File: config.mk
export PLATFORM = sky130hd
export DESIGN_NAME = ser_word_assembler
export DESIGN_NICKNAME = d
export VERILOG_FILES = /design/src/rtl/swa_pkg.sv /design/src/rtl/swa_serial_sync.sv /design/src/rtl/swa_collect.sv /design/src/rtl/ser_word_assembler.sv
export SDC_FILE = /design/constraint.sdc
export NUM_CORES = 1
export LEC_CHECK = 0
export BUFFER_PORTS_ARGS = -buffer_cell sky130_fd_sc_hd__buf_2
export CORE_MARGIN = 2
export CORE_UTILIZATION = 48
export CTS_BUF_LIST = sky130_fd_sc_hd__clkbuf_16
export CTS_CLUSTER_SIZE = 14
export DETAILED_ROUTE_END_ITERATION = 16
export MAX_ROUTING_LAYER = met4
export PLACE_DENSITY = 0.72
export SETUP_SLACK_MARGIN = 0.15
export SYNTH_ARGS = -nofsm -noshare
export SYNTH_HDL_FRONTEND = slang
export SYNTH_SLANG_ARGS = --single-unit
File: constraint.sdc
create_clock -name clk -period 1.2 [get_ports clk]
set_clock_uncertainty 0.2 [all_clocks]
set_input_delay 0.18 -clock clk [delete_from_list [all_inputs] [get_ports clk]]
set_output_delay 0.18 -clock clk [all_outputs]
set_load 0.03 [all_outputs]
File: src/rtl/swa_pkg.sv
package swa_pkg;
  typedef enum logic {
    MODE_SERIAL   = 1'b0,
    MODE_PARALLEL = 1'b1
  } in_mode_e;

  localparam int MIN_WIDTH = 4;
endpackage

File: src/rtl/swa_serial_sync.sv
module swa_serial_sync #(
  parameter int STAGES = 2
) (
  input  logic clk,
  input  logic rst_n,
  input  logic ser_clk,
  input  logic ser_bit,
  output logic rise_o,
  output logic bit_o
);
  logic [STAGES-1:0] ck_q;
  logic [STAGES-1:0] dt_q;
  logic              ck_prev_q;

  generate
    for (genvar s = 0; s < STAGES; s++) begin : g_stage
      if (s == 0) begin : g_first
        always_ff @(posedge clk or negedge rst_n) begin
          if (!rst_n) begin
            ck_q[0] <= 1'b0;
            dt_q[0] <= 1'b0;
          end else begin
            ck_q[0] <= ser_clk;
            dt_q[0] <= ser_bit;
          end
        end
      end else begin : g_next
        always_ff @(posedge clk or negedge rst_n) begin
          if (!rst_n) begin
            ck_q[s] <= 1'b0;
            dt_q[s] <= 1'b0;
          end else begin
            ck_q[s] <= ck_q[s-1];
            dt_q[s] <= dt_q[s-1];
          end
        end
      end
    end
  endgenerate

  always_ff @(posedge clk or negedge rst_n) begin
    if (!rst_n) ck_prev_q <= 1'b0;
    else        ck_prev_q <= ck_q[STAGES-1];
  end

  assign rise_o = ck_q[STAGES-1] & ~ck_prev_q;
  assign bit_o  = dt_q[STAGES-1];

  // rising edges are never detected in two consecutive cycles
  p_edge_isolated_r9: assert property (@(posedge clk) disable iff (!rst_n)
    rise_o |=> !rise_o);
endmodule

File: src/rtl/swa_collect.sv
module swa_collect #(
  parameter int WORD_W = 9,
  parameter int CNT_W  = 4
) (
  input  logic              clk,
  input  logic              rst_n,
  input  logic              clr_i,
  input  logic              shift_en_i,
  input  logic              bit_i,
  input  logic [CNT_W-1:0]  width_i,
  output logic              done_o,
  output logic [WORD_W-1:0] word_o
);
  logic [CNT_W-1:0]  cnt_q, cnt_d;
  logic [WORD_W-1:0] acc_q, acc_d, word_c;
  logic              done_c;

  always_comb begin
    word_c = acc_q;
    for (int i = 0; i < WORD_W; i++) begin
      if (cnt_q == CNT_W'(i)) word_c[i] = bit_i;
    end
    done_c = shift_en_i && (cnt_q >= (width_i - 1'b1));
  end

  always_comb begin
    cnt_d = cnt_q;
    acc_d = acc_q;
    if (clr_i) begin
      cnt_d = '0;
      acc_d = '0;
    end else if (shift_en_i) begin
      if (done_c) begin
        cnt_d = '0;
        acc_d = '0;
      end else begin
        cnt_d = cnt_q + 1'b1;
        acc_d = word_c;
      end
    end
  end

  always_ff @(posedge clk or negedge rst_n) begin
    if (!rst_n) begin
      cnt_q <= '0;
      acc_q <= '0;
    end else begin
      cnt_q <= cnt_d;
      acc_q <= acc_d;
    end
  end

  assign done_o = done_c;
  assign word_o = word_c;

  // the count never passes the widest word
  p_cnt_bounded_r4: assert property (@(posedge clk) disable iff (!rst_n)
    cnt_q < CNT_W'(WORD_W));
  // a captured bit that does not end the word advances the count by one
  p_cnt_step_r3: assert property (@(posedge clk) disable iff (!rst_n)
    (shift_en_i && !done_o && !clr_i) |=> (cnt_q == $past(cnt_q) + 1'b1));
  // a finished word always restarts the count
  p_cnt_reload_r6: assert property (@(posedge clk) disable iff (!rst_n)
    done_o |=> (cnt_q == '0));
  // without a capture or a clear the count holds
  p_cnt_hold_r7: assert property (@(posedge clk) disable iff (!rst_n)
    (!shift_en_i && !clr_i) |=> $stable(cnt_q));
  // parallel mode forces the count to zero
  p_cnt_clear_r8: assert property (@(posedge clk) disable iff (!rst_n)
    clr_i |=> (cnt_q == '0));
endmodule

File: src/rtl/ser_word_assembler.sv
module ser_word_assembler
  import swa_pkg::*;
#(
  parameter int WORD_W      = 9,
  parameter int SYNC_STAGES = 2,
  parameter int SEL_W       = $clog2(WORD_W + 1)
) (
  input  logic              clk,
  input  logic              rst_n,
  input  logic              par_sel,
  input  logic [WORD_W-1:0] par_data,
  input  logic              par_wr,
  input  logic              ser_clk,
  input  logic              ser_bit,
  input  logic              expand_in,
  input  logic [SEL_W-1:0]  width_sel,
  input  logic              fifo_full,
  output logic [WORD_W-1:0] wr_data,
  output logic              wr_stb
);
  localparam int CNT_W = SEL_W;

  logic [1:0]        rst_pipe_q;
  logic              rst_int_n;
  logic              rise, sbit, shift_en, done;
  logic [WORD_W-1:0] word;
  logic [CNT_W-1:0]  width_c;
  in_mode_e          mode;
  logic              stb_d, stb_q;
  logic [WORD_W-1:0] data_d, data_q;

  // asynchronous assertion, synchronous release
  always_ff @(posedge clk or negedge rst_n) begin
    if (!rst_n) rst_pipe_q <= 2'b00;
    else        rst_pipe_q <= {rst_pipe_q[0], 1'b1};
  end
  assign rst_int_n = rst_pipe_q[1];

  assign mode = in_mode_e'(par_sel);

  always_comb begin
    if ((int'(width_sel) >= MIN_WIDTH) && (int'(width_sel) <= WORD_W))
      width_c = width_sel;
    else
      width_c = CNT_W'(WORD_W);
  end

  swa_serial_sync #(.STAGES(SYNC_STAGES)) u_sync (
    .clk     (clk),
    .rst_n   (rst_int_n),
    .ser_clk (ser_clk),
    .ser_bit (ser_bit),
    .rise_o  (rise),
    .bit_o   (sbit)
  );

  assign shift_en = rise && expand_in && (mode == MODE_SERIAL);

  swa_collect #(.WORD_W(WORD_W), .CNT_W(CNT_W)) u_collect (
    .clk        (clk),
    .rst_n      (rst_int_n),
    .clr_i      (mode == MODE_PARALLEL),
    .shift_en_i (shift_en),
    .bit_i      (sbit),
    .width_i    (width_c),
    .done_o     (done),
    .word_o     (word)
  );

  always_comb begin
    stb_d  = 1'b0;
    data_d = data_q;
    if (mode == MODE_PARALLEL) begin
      stb_d = par_wr && !fifo_full;
      if (stb_d) data_d = par_data;
    end else begin
      stb_d = done && !fifo_full;
      if (stb_d) data_d = word;
    end
  end

  always_ff @(posedge clk or negedge rst_int_n) begin
    if (!rst_int_n) begin
      stb_q  <= 1'b0;
      data_q <= '0;
    end else begin
      stb_q  <= stb_d;
      data_q <= data_d;
    end
  end

  assign wr_stb  = stb_q;
  assign wr_data = data_q;

  // a strobe never follows a cycle with the FIFO full
  p_no_write_when_full_r6: assert property (@(posedge clk) disable iff (!rst_int_n)
    $past(fifo_full) |-> !wr_stb);
  // in parallel mode a strobe always carries the bus word of the cycle before
  p_par_data_r2: assert property (@(posedge clk) disable iff (!rst_int_n)
    (par_sel && par_wr && !fifo_full) |=> (wr_stb && wr_data == $past(par_data)));
endmodule

==> key figures, run 1 <==
Clock network
  – Sink Count: 30
  – Clock transition at path regs: ~50 ps
  – CTS tree: yes
  – Cts bufs inserted: 5
  – Root buffer cell: clkbuf_16
  – CTS Buffer Depth: 2
  – Max H-tree Level: 2
  – Clock Latency Late Sink: 280 ps

Finish
  – Most frequent cells in the layout: dfrtp_1 (29), nand2_1 (23), buf_4 (21), buf_2 (19), mux2i_1 (18)
  – Fin nets: 239
  – Cell area after layout: around 2400 sq um
  – Number of diodes: 0
  – Most common cell after layout, fill and taps aside: dfrtp_1
  – Layout area overhead: 52.8%
  – Core Util, Final: 0.771
  – Layout Cells excl Fill: 256
  – Share of layout cells above drive strength 1: 0.467

Critical path
  – Setup crit start: width_sel[0]
  – Critical path data arrival time: 2250 ps
  – CP endpoint: wr_data[7]$_DFFE_PN0P_
  – Worst r2r path cells: 7
  – R2R setup slack: -960 ps
  – Reg2reg end: wr_data[7]$_DFFE_PN0P_
  – Crit-path max cell delay: 350 ps
  – Critical Path Start Type: input pin
  – Crit-path cells: buf_6 > or2_4 > nor3b_4 > a21oi_2 > ha_4 > inv_2 > o311a_4 > o21ai_4 > a31oi_4 > clkbuf_16 > mux2_2
  – Critical Path RT: about 1200 ps
  – Crit-path slowest cell: o311a_4
  – Reg2Reg Launch Point: u_collect.cnt_q[1]$_DFFE_PN0P_
  – Critical path peak fanout: 5
  – CP Capture Type: register
  – Crit path kind: input pin to register

Placed design
  – DP HPWL: around 2300 um
  – Buffers on Ports: 30
  – DP Cell Count: about 240
  – Post-DP Area: 1930 sq um
  – Global placer's final weighted congestion: 0.839

Logic synthesis
  – Post-synth EDFFs: 0
  – Async SR Flop Fraction: 1.00
  – Post-synthesis cell area: around 1500 sq um
  – Synth Net Count: 175
  – Synth cell types: 27
  – FF+latch count, synth: 30
  – Synth Instances: 147
  – Yosys warns: 0
  – Register area share after synthesis: 0.487
  – Syn avg cell area: between 10 and 15 sq um
  – Main flop type after synthesis: dfrtp_1

Route
  – Average routed wire per standard cell: 14.3 um
  – Drt pass-1 iters: 4
  – Post-DR vias/cell: 4.99
  – Routed wire length: between 3000 and 4000 um
  – Initial drt markers: 22
  – Remaining DRCs: 0
  – Remaining antenna violation count: 0
  – Vias: between 1,000 and 1,500

Timing
  – Final Hold Viols: 0
  – Post-route setup slack: -1090 ps
  – Fin crit share: 1.91
  – Setup TNS Final: -23,840 ps
  – Fin crit period: roughly 2300 ps
  – Final max-slew violation count: 0
  – RSZ-0062 raised after global routing: true
  – Final count of negative-setup-slack endpoints: 23
  – Fmax achieved: approximately 440 MHz

Power
  – Worst-case vdd ir drop: 1.15 mV
  – Total power: approximately 2900 uW
  – PD cells: between 1000 and 1500 nW/um^2
  – Static Leak: 0.00125 uW

Global routing
  – GR Overflow Total: 0
  – Vias in the first global route: 1,287
  – Pin count of the biggest net entering global routing: 29
  – Total GRT Usage: 0.222
  – First-pass GRT wire length: 5560 um
  – Antenna violations before repair: 0

Floorplan
  – Die Y: 60.6 um
  – Rows: 20
  – Initial Utilization: 0.505
  – IO Pins: 31
  – Die W: 60.6 um
  – Total Die Area: ~3700 sq um
  – Placeable Area: 3050 sq um

Job
  – Number of max-cap violations: 0

Min path
  – Min-delay worst type: register to asynchronous set/reset pin

Outcome
  – Outcome: complete, but fails checks
  – Failing checks: setup timing
report_power, final:
group	total (uW)	internal, uW	switching, uW
Sequential	1130	1080	49.6
Combinational	598	307	290
Clock	1170	746	427
sequential cells by signal, summed over array words and instances, names as in the netlist:
name              cells
u_sync.ck_prev_q      1
wr_stb                1
u_collect.acc_q       9
u_sync.ck_q           2
u_sync.dt_q           1
u_sync.bit_o          1
u_collect.cnt_q       4
rst_pipe_q            2
wr_data               9
layer usage:
layer  vias to the layer above  part of all wire  global-route usage
met1                       625              0.39               0.237
met3                         5             0.051              0.0768
li1                        620                 -                   -
met4                         0             0.013              0.0839
met2                        28              0.54               0.379
met5                         -                 0                   -
layout make-up:
cell class / instances / area, sq um
multi-input cells: 97 / 832
inverters: 16 / 60.1
well taps: 44 / 55.1
clock buffers: 5 / 125
fillers: 227 / 699
repair buffers: 61 / 517
flip-flops and latches: 30 / 752
clock inverters: 3 / 12.5
synth_stat cells (all sizes together) (3+ instances only):
cell    instances  area, sq um
clkbuf          4         16.3
nor2            4         15.0
ha              7         87.6
dfrtp          30          751
mux2            9          101
mux2i          18          180
nand2          24         90.1
o21ai          13         68.8
inv            16         60.1
a21oi           3         15.0
nor3b           3         22.5
worst min-delay path by stage:
stage | end | cells after the start
2_1_floorplan | rst_pipe_q[0]$_DFF_PN0_ | 0
3_3_place_gp | rst_pipe_q[0]$_DFF_PN0_ | 1
3_5_place_dp | rst_pipe_q[0]$_DFF_PN0_ | 1
4_1_cts | rst_pipe_q[0]$_DFF_PN0_ | 2
5_1_grt | rst_pipe_q[0]$_DFF_PN0_ | 2
6_report | u_sync.ck_q[1]$_DFF_PN0_ | 1
kinds of logic (layout without fill, tap and decap cells):
kind of cell,after synthesis,after routing,share of synthesized area
compound gates,22,22,0.0983
fa+ha+maj,7,7,0.0569
buf+inv,20,85,0.0496
flops,30,30,0.487
mux,27,27,0.183
other cells,1,1,0.00243
simple gates,40,40,0.123
per-stage QoR:
step | hold slack [ps] | setup slack (ps)
after floorplan | -316 | -1100
after global placement | -235 | -1290
after detailed placement | -228 | -1380
after CTS | 11.2 | -1060
after global routing | 27.3 | -1130
final | 10.6 | -1090
timing repair:
item / CTS / global route
buffers inserted: 4 / 2
hold endpoints to repair: 4 / 0
resized for setup: 49 / 9
setup endpoints to repair: 33 / 33
gates cloned: 0 / 1
pin swaps: 14 / 0
hold buffers: 3 / 0
critical path, delay by kind of cell:
kind	cells	cell delay, ps
AOI/OAI and AO/OA	4	710
adders and majority gates	1	280
buffers and inverters	3	310
muxes	1	260
and+or+nand+nor	2	490
Note: power is estimated with default switching activity, not from simulation.
==> inputs of run 2 (changes only) <==
CORE_MARGIN = 1.5   (was 2)
==> run 2 against run 1 <==
Sequential cell count unchanged. Global-route usage up 0.54 points. The run ends with hold timing, setup timing left. Highest routed layer unchanged. Sequential power about the same. Via count down 1.2%. Largest power group unchanged.
==> key figures, run 2 (synthesis results as in run 1) <==
Placed design
  – DP HPWL: 2280 um (-2.6%)
  – DP Cell Count: 238 (unchanged)
  – Global placer's final weighted congestion: 0.845 (+0.74%)
  – Pre-CTS setup slack: -1370 ps (+14.9 ps)
  – Post-DP Area: 1930 sq um (unchanged)
  – Buffers on Ports: 30 (unchanged)

Floorplan
  – Placeable Area: 3050 sq um (unchanged)
  – Initial Utilization: 0.505 (unchanged)
  – Die Y: 59.6 um (-1.6%)
  – Total Die Area: 3560 sq um (-3.3%)
  – IO Pins: 31 (unchanged)
  – Die W: 59.6 um (-1.6%)
  – Rows: 20 (unchanged)

Route
  – Average routed wire per standard cell: 13.3 um (-6.9%)
  – Initial drt markers: 28 (+27%)
  – Remaining DRCs: 0 (unchanged)
  – Remaining antenna violation count: 0 (unchanged)
  – Post-DR vias/cell: 4.97 (-0.40%)
  – Drt pass-1 iters: 4 (unchanged)
  – Vias: 1,263 (-1.2%)
  – Routed wire length: 3390 um (-7.6%)

Timing
  – Worst hold slack: -62.5 ps (-73.1 ps)
  – Final Hold Viols: 10 (+10)
  – Fin crit period: 2290 ps (+2.56 ps)
  – Fmax achieved: 436 MHz (-0.11%)
  – Post-route setup slack: -1090 ps (-2.56 ps)
  – Fin crit share: 1.91 (+0.00213)
  – RSZ-0062 raised after global routing: true
  – Final max-slew violation count: 0 (unchanged)
  – Final count of negative-setup-slack endpoints: 23 (unchanged)

Critical path
  – Critical Path Start Type: input pin
  – Crit path kind: input pin to register
  – CP delay by family, top: compound AO/OA/AOI/OAI gates
  – Crit-path slowest cell: o311a_4
  – WP depth: 12 (+1)
  – Critical Path RT: 1150 ps (about the same)
  – Worst r2r path cells: 7 (unchanged)
  – Worst path bufs/invs: 4 (+1)
  – CP Capture Type: register
  – Critical path peak fanout: 10 (+5)
  – Critical path data arrival time: 2240 ps (about the same)
  – Crit-path cells: buf_6 > or2_4 > buf_4 > nand2_1 > a21oi_2 > ha_1 > inv_1 > o311a_4 > o21ai_4 > a31oi_4 > buf_12 > mux2_2
  – Crit-path max cell delay: 380 ps (+30 ps)

Outcome
  – Failing checks: hold timing, setup timing
  – Outcome: complete, but fails checks

Finish
  – Number of diodes: 0 (unchanged)
  – Share of layout cells above drive strength 1: 0.443 (-0.0241)
  – Cell area after layout: 2300 sq um (-2.1%)
  – Layout area overhead: 49.6%
  – Most common cell after layout, fill and taps aside: dfrtp_1
  – Layout Cells excl Fill: 254 (-0.78%)
  – Filler cells: 230 (+1.3%)
  – Fin nets: 237 (-0.84%)
  – Most frequent cells in the layout: dfrtp_1 (29), nand2_1 (24), buf_4 (20), buf_2 (19), mux2i_1 (18)

Global routing
  – Total GRT Usage: 0.228 (+0.00545)
  – Vias in the first global route: 1,324 (+2.9%)
  – Antenna violations before repair: 0 (unchanged)
  – Pin count of the biggest net entering global routing: 19 (-34%)
  – GR Overflow Total: 0 (unchanged)
  – First-pass GRT wire length: 5680 um (+2.1%)

Clock network
  – CTS Buffer Depth: 2 (unchanged)
  – Root buffer cell: clkbuf_16
  – Sink Count: 30 (unchanged)
  – Cts hold-fix bufs: 3 (unchanged)
  – CTS tree: yes
  – Clock Latency Late Sink: 280 ps (about the same)
  – Clock transition at path regs: 50 ps (about the same)
  – Max H-tree Level: 2 (unchanged)
  – Cts bufs inserted: 5 (unchanged)

Min path
  – Min-delay worst type: register to asynchronous set/reset pin

Job
  – Number of max-cap violations: 0 (unchanged)

Power
  – Static Leak: 0.00123 uW (-1.5%)
  – PD cells: 1240 nW/um^2 (+0.77%)
  – Worst-case vdd ir drop: 1.13 mV (-1.8%)
[run 2: changes by cell type in the layout (fill, tap and decap cells not counted), sizes merged]
cell,before,now
inv,17,16
clkinv,2,3
clkbuf,6,5
buf,57,56
[run 2: layout make-up]
cell class	instances	area (sq um)	share of cell area
clock buffers	5	125	0.0543
clock inverters	3	11.3	0.00489
inverters	16	60.1	0.0261
multi-input cells	97	813	0.353
flip-flops and latches	30	752	0.326
well taps	44	55.1	0.0239
repair buffers	59	488	0.212
[run 2: per-layer routing]
layer	vias to the layer above	part of all wire	track usage	routed length, um
met4	0	0.014	0.0762	48
met5	-	0	-	0
li1	616	-	-	-
met3	6	0.035	0.0721	117
met2	19	0.54	0.388	1820
met1	622	0.41	0.250	1400
[run 2: repair_timing]
item                                   in CTS  in global routing
gates cloned                                0                  0
resized for setup                          45                 10
pin swaps                                  15                  6
endpoints found under the hold margin      14                 10
setup endpoints to repair                  33                 33
setup buffers                               3                  2
[run 2: report_power, final]
group          leakage (uW)  switching (uW)  internal, uW
logic              0.000769             274           295
clock network     0.0000663             414           743
registers          0.000390            55.8          1080
[run 2: worst reg2reg max path, cell delays in order (launching register included)]
cell and delay [ps]:
dfrtp_1 390, ha_1 310, inv_1 60, o311a_4 380
o21ai_4 150, a31oi_4 100, buf_12 160, mux2_2 280
[run 2: per-stage QoR]
stage / TNS [ps] / util / hold slack [ps] / power [uW]
2_1_floorplan: -23460 / - / -316 / 1410
3_3_place_gp: -27710 / 0.634 / -235 / 1570
3_5_place_dp: -29410 / 0.634 / -225 / 1590
4_1_cts: -21760 / 0.738 / -56.8 / 2860
5_1_grt: -24740 / 0.755 / -32.1 / 2970
6_report: -23410 / 0.755 / -62.5 / 2870
[run 2: worst paths after layout]
check	start	endpoint	slack, ps
max	width_sel[0]	wr_data[4]$_DFFE_PN0P_	-1090
min	rst_pipe_q[1]$_DFF_PN0_	u_collect.cnt_q[0]$_DFFE_PN0P_	-60
max reg2reg	u_collect.cnt_q[1]$_DFFE_PN0P_	wr_data[4]$_DFFE_PN0P_	-950
min reg2reg	rst_pipe_q[1]$_DFF_PN0_	u_collect.cnt_q[0]$_DFFE_PN0P_	-60
max in group asynchronous	rst_pipe_q[1]$_DFF_PN0_	u_collect.acc_q[1]$_DFFE_PN0P_	480
min in group clk	par_data[5]	wr_data[5]$_DFFE_PN0P_	100
==> inputs of run 3 (changes only) <==
ABC_CLOCK_PERIOD_IN_PS = 1200   (was not set)
CORE_ASPECT_RATIO = 0.6   (was not set)
==> run 3 against run 2 <==
Sequential share of layout area decreased by 2.0 points. Sequential power about the same. Sequential cell count did not move. The flow finishes with violations (setup timing). Utilization grew 7.3 points. Critical endpoint unchanged. Global-route usage rose by 3.7 points. Critical path depth decreased by 1.
==> key figures, run 3 (synthesis results as in run 1) <==
Finish
  – Share of layout cells above drive strength 1: 0.493 (+0.0502)
  – Most common cell after layout, fill and taps aside: dfrtp_1
  – Cell area after layout: 2450 sq um (+6.5%)
  – Area occupied by multi-input gates: 850 sq um (+4.5%)
  – Most frequent cells in the layout: dfrtp_1 (29), buf_4 (24), nand2_1 (23), mux2i_1 (18), buf_2 (18)
  – Number of diodes: 0 (unchanged)
  – Fin nets: 242 (+2.1%)
  – Sequential cell area: 752 sq um (unchanged)
  – Layout area overhead: 59.4%
  – Filler cells: 164 (-29%)

Floorplan
  – Rows: 15 (-25%)
  – Die Y: 46.9 um (-21%)
  – IO Pins: 31 (unchanged)
  – Placeable Area: 2970 sq um (-2.9%)
  – Die W: 76.1 um (+28%)
  – Total Die Area: 3570 sq um (+0.32%)
  – Initial Utilization: 0.519 (+0.0149)

Timing
  – RSZ-0062 raised after global routing: true
  – Post-route setup slack: -1130 ps (-35.1 ps)
  – Final count of negative-setup-slack endpoints: 23 (unchanged)
  – Final max-slew violation count: 0 (unchanged)
  – Final Hold Viols: 0 (-10)
  – Fin crit share: 1.94 (+0.0292)
  – Fin crit period: 2330 ps (+35.1 ps)
  – Fmax achieved: 430 MHz (-1.5%)

Critical path
  – R2R setup slack: -1020 ps (-70 ps)
  – Reg2reg end: wr_data[4]$_DFFE_PN0P_
  – CP Capture Type: register
  – Critical path peak fanout: 5 (-5)
  – Critical Path RT: 1160 ps (about the same)
  – Crit-path cells: buf_6 > or2_4 > nor3b_4 > a21oi_2 > ha_4 > inv_2 > o311a_4 > o21ai_4 > a31oi_4 > clkbuf_16 > mux2_2
  – Reg2Reg Launch Point: u_collect.cnt_q[1]$_DFFE_PN0P_
  – Crit path kind: input pin to register
  – Worst r2r path cells: 7 (unchanged)
  – Critical Path Start Type: input pin
  – Crit-path max cell delay: 390 ps (about the same)
  – Critical path data arrival time: 2280 ps (+40 ps)
  – Crit-path slowest cell: o311a_4

Power
  – Sequential share of power: 0.336 (-0.062)
  – Comb power frac: 0.186 (-0.013)
  – Total power: 3380 uW (+18%)
  – Sw Share: 0.235 (-0.0243)
  – P_int: 2580 uW (+22%)
  – Static Leak: 0.00128 uW (+4.6%)
  – PD cells: 1380 nW/um^2 (+11%)
  – Clk pwr share: 0.479 (+0.075)
  – Sw Pwr: 795 uW (+6.9%)
  – Worst-case vdd ir drop: 1.25 mV (+11%)

Route
  – Drt pass-1 iters: 4 (unchanged)
  – Remaining DRCs: 0 (unchanged)
  – Vias: 1,379 (+9.2%)
  – Remaining antenna violation count: 0 (unchanged)
  – Average routed wire per standard cell: 17.7 um (+33%)
  – Routed wire length: 4550 um (+34%)
  – Post-DR vias/cell: 5.37 (+7.9%)
  – Initial drt markers: 152 (+440%)

Outcome
  – Outcome: complete, but fails checks
  – Failing checks: setup timing

Clock network
  – Max H-tree Level: 2 (unchanged)
  – CTS tree: yes
  – Cts bufs inserted: 5 (unchanged)
  – Root buffer cell: clkbuf_16
  – Clock Latency Late Sink: 270 ps (about the same)
  – Sink Count: 30 (unchanged)
  – CTS Buffer Depth: 2 (unchanged)
  – Clock transition at path regs: 50 ps (about the same)

Global routing
  – Met1 usage: 0.291 (+0.0406)
  – Antenna violations before repair: 0 (unchanged)
  – Pin count of the biggest net entering global routing: 29 (+10)
  – Vias in the first global route: 1,399 (+5.7%)
  – Busiest grt layer: met2
  – Met2 usage in global routing: 0.486 (+0.0983)
  – GR Util met3: 0.0816 (+0.00950)
  – GR Overflow Total: 0 (unchanged)
  – Total GRT Usage: 0.265 (+0.0373)
  – First-pass GRT wire length: 6530 um (+15%)

Job
  – Number of max-cap violations: 0 (unchanged)

Placed design
  – Buffers on Ports: 30 (unchanged)
  – Post-DP Area: 1940 sq um (+0.26%)
  – Global placer's final weighted congestion: 0.786 (-7.0%)
  – DP HPWL: 2620 um (+15%)

Min path
  – Min-delay worst type: register to asynchronous set/reset pin
==> run 3: changes by cell type in the layout (fill, tap and decap cells not counted), moves of 2 or more <==
cell / change
buf_4: +4
bufinv_16: +2
clkinv_1: -2
ha_1: -2
ha_4: +2
inv_1: -2
==> run 3: worst max-delay path by stage <==
stage	from	end	cells past startpoint
final	width_sel[0]	wr_data[4]$_DFFE_PN0P_	11
after global placement	width_sel[0]	wr_data[0]$_DFFE_PN0P_	11
after CTS	width_sel[0]	wr_data[0]$_DFFE_PN0P_	11
after detailed placement	width_sel[0]	wr_data[0]$_DFFE_PN0P_	11
after global routing	width_sel[0]	wr_data[7]$_DFFE_PN0P_	11
after floorplan	width_sel[0]	wr_data[1]$_DFFE_PN0P_	9
==> run 3: timing repair <==
action / CTS / global route
cloned: 0 / 1
setup buffers: 7 / 1
endpoints found under the setup margin: 33 / 33
hold buffers: 3 / 0
pin swaps: 13 / 3
hold endpoints to repair: 4 / 0
resized for setup: 51 / 13
==> run 3: stage by stage <==
stage	worst slack (ps)	std cells	hold slack, ps	utilization	TNS (ps)
after floorplan	-1100	147	-316	-	-23460
after global placement	-1260	237	-235	0.654	-26930
after detailed placement	-1370	237	-232	0.654	-29650
after CTS	-1070	255	16.8	0.797	-22810
after global routing	-1180	257	28.0	0.828	-25210
final	-1130	257	21.5	0.828	-24070
==> run 3: area by class of cell <==
type	count	area share
Timing Repair Buffer	64	0.224
Sequential cell	30	0.306
Clock inverter	3	0.0260
Clock buffer	5	0.0510
Tap cell	42	0.0214
Inverter	16	0.0255
Multi-Input combinational cell	97	0.346
==> run 3: routing by layer <==
metal  vias to the layer above  wire, um  part of all wire
met1                       684      1960              0.43
met4                         0       104             0.023
met3                        12       231             0.051
li1                        629         -                 -
met5                         -         0                 0
met2                        54      2260              0.50
==> run 3: critical path, delay by kind of cell <==
family / cells / cell delay [ps]
fa+ha+maj: 1 / 290
mux: 1 / 270
buf+inv: 3 / 330
simple gates: 2 / 460
compound gates: 4 / 770
==> run 3: power by group through the flow <==
stage / logic [uW] / registers, uW / clock network (uW)
3_3_place_gp: 442 / 1130 / 0
2_1_floorplan: 162 / 1250 / 0
4_1_cts: 583 / 1130 / 1620
3_5_place_dp: 456 / 1140 / 0
5_1_grt: 661 / 1140 / 1680
6_report: 627 / 1130 / 1620
